--- src/rtl/dsr_pkg.sv ---
package dsr_pkg;
  localparam int DSR_RES_W  = 18;
  localparam int DSR_CASC_W = 16;
  localparam int DSR_NCH    = 2;

  typedef enum logic {
    LINK_SPLIT = 1'b0,
    LINK_CHAIN = 1'b1
  } link_mode_t;
endpackage

--- src/rtl/dsr_result_hold.sv ---
module dsr_result_hold #(
  parameter int RES_W = 18,
  parameter int NCH   = 2
) (
  input  logic                      clk,
  input  logic                      rst,
  input  logic                      capture,
  input  logic [NCH-1:0][RES_W-1:0] res_in,
  output logic [NCH-1:0][RES_W-1:0] res_q
);
  always_ff @(posedge clk) begin
    if (rst) begin
      res_q <= '0;
    end else if (capture) begin
      res_q <= res_in;
    end
  end
endmodule

--- src/rtl/dsr_tag_sync.sv ---
module dsr_tag_sync #(
  parameter int NCH = 2
) (
  input  logic           clk,
  input  logic           rst,
  input  logic [NCH-1:0] tag_in,
  output logic [NCH-1:0] tag_q
);
  always_ff @(posedge clk) begin
    if (rst) begin
      tag_q <= '0;
    end else begin
      tag_q <= tag_in;
    end
  end
endmodule

--- src/rtl/dsr_shift_lane.sv ---
module dsr_shift_lane #(
  parameter int W = 18
) (
  input  logic         clk,
  input  logic         rst,
  input  logic         load,
  input  logic [W-1:0] load_val,
  input  logic         ser_in,
  output logic [W-1:0] lane_q,
  output logic         msb
);
  always_ff @(posedge clk) begin
    if (rst) begin
      lane_q <= '0;
    end else if (load) begin
      lane_q <= load_val;
    end else begin
      lane_q <= {lane_q[W-2:0], ser_in};
    end
  end

  assign msb = lane_q[W-1];
endmodule

--- src/rtl/dual_result_serializer.sv ---
module dual_result_serializer #(
  parameter int RES_W  = dsr_pkg::DSR_RES_W,
  parameter int CASC_W = dsr_pkg::DSR_CASC_W
) (
  input  logic             clk,
  input  logic             rst,
  input  logic             conv,
  input  logic             cascade,
  input  logic [RES_W-1:0] res_a,
  input  logic [RES_W-1:0] res_b,
  input  logic             tag_a,
  input  logic             tag_b,
  output logic             out_a,
  output logic             out_b
);
  import dsr_pkg::*;

  localparam int NCH    = DSR_NCH;
  localparam int CH_A   = 0;
  localparam int CH_B   = 1;
  localparam int TOP    = RES_W - 1;
  localparam int DROP_W = RES_W - CASC_W;

  logic [NCH-1:0][RES_W-1:0] res_in;
  logic [NCH-1:0][RES_W-1:0] hold_q;
  logic [NCH-1:0][RES_W-1:0] lane_q;
  logic [NCH-1:0]            lane_msb;
  logic [NCH-1:0]            tag_in;
  logic [NCH-1:0]            tag_q;
  logic [CASC_W-1:0]         ext_q;
  logic                      ext_msb;
  link_mode_t                mode;

  assign res_in[CH_A] = res_a;
  assign res_in[CH_B] = res_b;
  assign tag_in[CH_A] = tag_a;
  assign tag_in[CH_B] = tag_b;
  assign mode         = link_mode_t'(cascade);

  dsr_result_hold #(.RES_W(RES_W), .NCH(NCH)) u_hold (
    .clk     (clk),
    .rst     (rst),
    .capture (conv),
    .res_in  (res_in),
    .res_q   (hold_q)
  );

  dsr_tag_sync #(.NCH(NCH)) u_tag (
    .clk    (clk),
    .rst    (rst),
    .tag_in (tag_in),
    .tag_q  (tag_q)
  );

  for (genvar ch = 0; ch < NCH; ch++) begin : g_lane
    dsr_shift_lane #(.W(RES_W)) u_lane (
      .clk      (clk),
      .rst      (rst),
      .load     (conv),
      .load_val (hold_q[ch]),
      .ser_in   (tag_q[ch]),
      .lane_q   (lane_q[ch]),
      .msb      (lane_msb[ch])
    );
  end

  // Chained prefix: top CASC_W bits of channel A, refilled from lane B's MSB.
  dsr_shift_lane #(.W(CASC_W)) u_ext (
    .clk      (clk),
    .rst      (rst),
    .load     (conv),
    .load_val (hold_q[CH_A][TOP -: CASC_W]),
    .ser_in   (lane_msb[CH_B]),
    .lane_q   (ext_q),
    .msb      (ext_msb)
  );

  always_ff @(posedge clk) begin
    if (rst) begin
      out_a <= 1'b0;
      out_b <= 1'b0;
    end else begin
      out_a <= (mode == LINK_CHAIN) ? ext_msb : lane_msb[CH_A];
      out_b <= lane_msb[CH_B];
    end
  end

  if (DROP_W < 0) begin : g_bad_width
    initial $error("CASC_W must not exceed RES_W");
  end
endmodule

--- config.mk ---
export PLATFORM = sky130hd
export DESIGN_NAME = dual_result_serializer
export DESIGN_NICKNAME = d
export VERILOG_FILES = /design/src/rtl/dsr_pkg.sv /design/src/rtl/dsr_result_hold.sv /design/src/rtl/dsr_tag_sync.sv /design/src/rtl/dsr_shift_lane.sv /design/src/rtl/dual_result_serializer.sv
export SDC_FILE = /design/constraint.sdc
export NUM_CORES = 1
export LEC_CHECK = 0
export ABC_AREA = 1
export BUFFER_PORTS_ARGS = -buffer_cell sky130_fd_sc_hd__buf_2
export CORE_MARGIN = 1.5
export CORE_UTILIZATION = 43
export DETAILED_ROUTE_END_ITERATION = 8
export PLACE_DENSITY = 0.73
export RECOVER_POWER = 100
export SETUP_SLACK_MARGIN = 0.3
export SLEW_MARGIN = 5
export SYNTH_ARGS = -nofsm -noshare
export SYNTH_HDL_FRONTEND = slang
export SYNTH_SLANG_ARGS = --single-unit
--- constraint.sdc ---
create_clock -name clk -period 2.26 [get_ports clk]
set_input_delay 0.452 -clock clk [delete_from_list [all_inputs] [get_ports clk]]
set_output_delay 0.452 -clock clk [all_outputs]
set_load 0.05 [all_outputs]
==> flow_summary.json <==
{
  "status": "finished clean",
  "cap_violations": 0,
  "viasPerCell": 4.68,
  "pin_count": 44,
  "synth_area_mm2": 0.00314,
  "initial_core_util_pct": 45.4,
  "synth_top_area_cell": "dfxtp_1",
  "htreeDepth": 3,
  "fin_ws_ns": 0.573,
  "end_kind": "flip-flop",
  "vdd_drop_max_v": 0.000348,
  "rsz0062_at_grt": "false",
  "finalCritPeriodShare_pct": 74.6,
  "switchingPower_uw": 720,
  "track_usage_pct": 15.4,
  "dpl_worst_slack_ns": 0.701,
  "placed_area_mm2": 0.00329,
  "final_hold_viol_count": 0,
  "crit_type": "input pin to flip-flop",
  "synth_cells": 379,
  "ys_warn_count": 0,
  "hold_buffers": 0,
  "cts_setup_buffers": 0,
  "synth-seq-cells": 92,
  "routed_wl_um": 5450,
  "fin_total_pwr_mw": 3.06,
  "holdWs_ns": 0.299,
  "clock_latency_ns": 0.35,
  "overflow": 0,
  "route.detailed.drc": 0,
  "path_max_fanout": 35,
  "critPathRequiredTime_ns": 2.42,
  "grt_pass1_vias": 2217,
  "synth_area_leaders": "dfxtp_1 59%, nor2_1 14%, o21ai_0 7.2%",
  "worst_pin_slew_ns": 1.48,
  "swShare_pct": 23.5,
  "min_period_ns": 1.69,
  "ys_seq_area_share_pct": 58.7,
  "clkTransAtPathRegs_ns": 0.09,
  "ys_types": 14,
  "nets": 451,
  "die_h_um": 88.4,
  "tns_ns": 0,
  "port_buffers": 43,
  "cts.repair.resized": 0,
  "synth_top_area_share_pct": 58.7,
  "grt_pass1_wl_um": 9370,
  "dp.cells": 494,
  "hold_path.class": "input pin to flip-flop",
  "fin_area_mm2": 0.00349,
  "cts_tree": "built",
  "antenna_found_initial": 0,
  "dieWidth_um": 88.4,
  "cts.sinks": 92,
  "synth_fp_nets": 421,
  "wire_per_inst_um": 10.7,
  "fp.dieArea_mm2": 0.00781,
  "drive_gt1_share_pct": 14.5,
  "final_max_slew_viol_count": 0,
  "ant_nets": 0,
  "max_freq_ghz": 0.593,
  "rows": 30,
  "num_vias": 2388,
  "comb_power_share_pct": 7.3,
  "core_area_mm2": 0.00691,
  "hpwl_um": 3260,
  "post-route-util_pct": 50.5,
  "power_density_mw_per_mm2": 878,
  "num_antenna_cells": 0,
  "critPathLaunchType": "input pin",
  "finalSetupViolations": 0,
  "internal_power_mw": 2.34,
  "cp_data_arrival_time_ns": 1.84,
  "clockBufferDepth": 2,
  "leakage_nw": 1.46,
  "grt_max_degree": 89,
  "dr.pass1.iters": 4,
  "finalClockSkew_ns": 0.00936,
  "gp_congestion": 0.701,
  "cts_made_buffers": 9,
  "syn_area_per_cell_um2": 8.27,
  "stdcell_count": 510,
  "max_slew_margin_pct": 1.56,
  "seq_power_share_pct": 57.1,
  "first_iter_violations": 83,
  "p_clk_share_pct": 35.6,
  "synthToLayoutAreaGrowth_pct": 11.3,
  "clockRootBuffer": "clkbuf_8"
}
final timing paths:
check                              startpoint                     endpoint  slack (ns)  cells past startpoint
setup / recovery                          rst                        out_b        0.57                      3
setup reg to reg             u_hold.res_q[16]  g_lane[0].u_lane.lane_q[16]        1.58                      2
hold reg to reg   g_lane[0].u_lane.lane_q[16]  g_lane[0].u_lane.lane_q[17]        0.44                      2
hold / removal                          tag_a               u_tag.tag_q[0]        0.30                      3
cell usage after synthesis:
master / n
o21ai_1: 12
inv_4: 1
o21ai_0: 45
buf_2: 7
dfxtp_1: 92
buf_6: 9
inv_1: 4
a21oi_1: 32
nor2_1: 117
clkbuf_1: 2
buf_4: 4
clkbuf_2: 5
inv_6: 1
nand2_1: 48
cell families (layout without fill, tap and decap cells):
logic type / after synthesis / after routing / synth area share, %
and+or+nand+nor: 165 / 165 / 19.8
DFF: 92 / 92 / 58.7
AOI/OAI and AO/OA: 89 / 89 / 14.2
buffers and inverters: 33 / 68 / 7.30
flip-flops by register name (all words and copies together) (netlist names):
name / flops
g_lane.u_lane.lane_q: 36
u_hold.res_q: 36
u_ext.lane_q: 16
u_tag.tag_q: 2
out_a: 1
out_b: 1
critical path, stage by stage:
cell and delay (ns):
buf_2 0.11, clkbuf_1 1.08, nor2_1 0.20
power groups by stage:
stage	clock, mW	sequential [mW]	combinational (mW)
4_1_cts	1.12	1.75	0.229
3_3_place_gp	0	1.78	0.222
3_5_place_dp	0	1.79	0.227
5_1_grt	1.19	1.76	0.262
2_1_floorplan	0	1.78	0.177
6_report	1.09	1.75	0.225
per-layer routing:
metal / routed length, µm / global-route usage [%] / vias up
li1: - / - / 1261
met1: 2870 / 20.5 / 1074
met2: 2280 / 23.7 / 44
met3: 233 / 4.10 / 9
met4: 72 / 6.39 / 0
met5: 0 / 0 / -
placed cells by master (no fill, tap or decap):
| master | n |
|---|---|
| nor2_1 | 117 |
| dfxtp_1 | 92 |
| nand2_1 | 48 |
| o21ai_0 | 45 |
| buf_2 | 41 |
| a21oi_1 | 32 |
| o21ai_1 | 12 |
| clkbuf_8 | 10 |
| inv_1 | 4 |
| clkbuf_1 | 4 |
| inv_6 | 2 |
| clkinvlp_4 | 2 |
| buf_4 | 2 |
| inv_4 | 1 |
| clkinv_2 | 1 |
| bufinv_16 | 1 |
layout make-up:
class                           instances  area [µm²]
Multi-Input combinational cell        254        1060
Timing Repair Buffer                   46         231
Clock buffer                           11         141
Clock inverter                          5        58.8
Fill cell                             722        3420
Inverter                                6        30.0
Sequential cell                        92        1840
Tap cell                               96         120
Power figures use the tool's default switching activity.
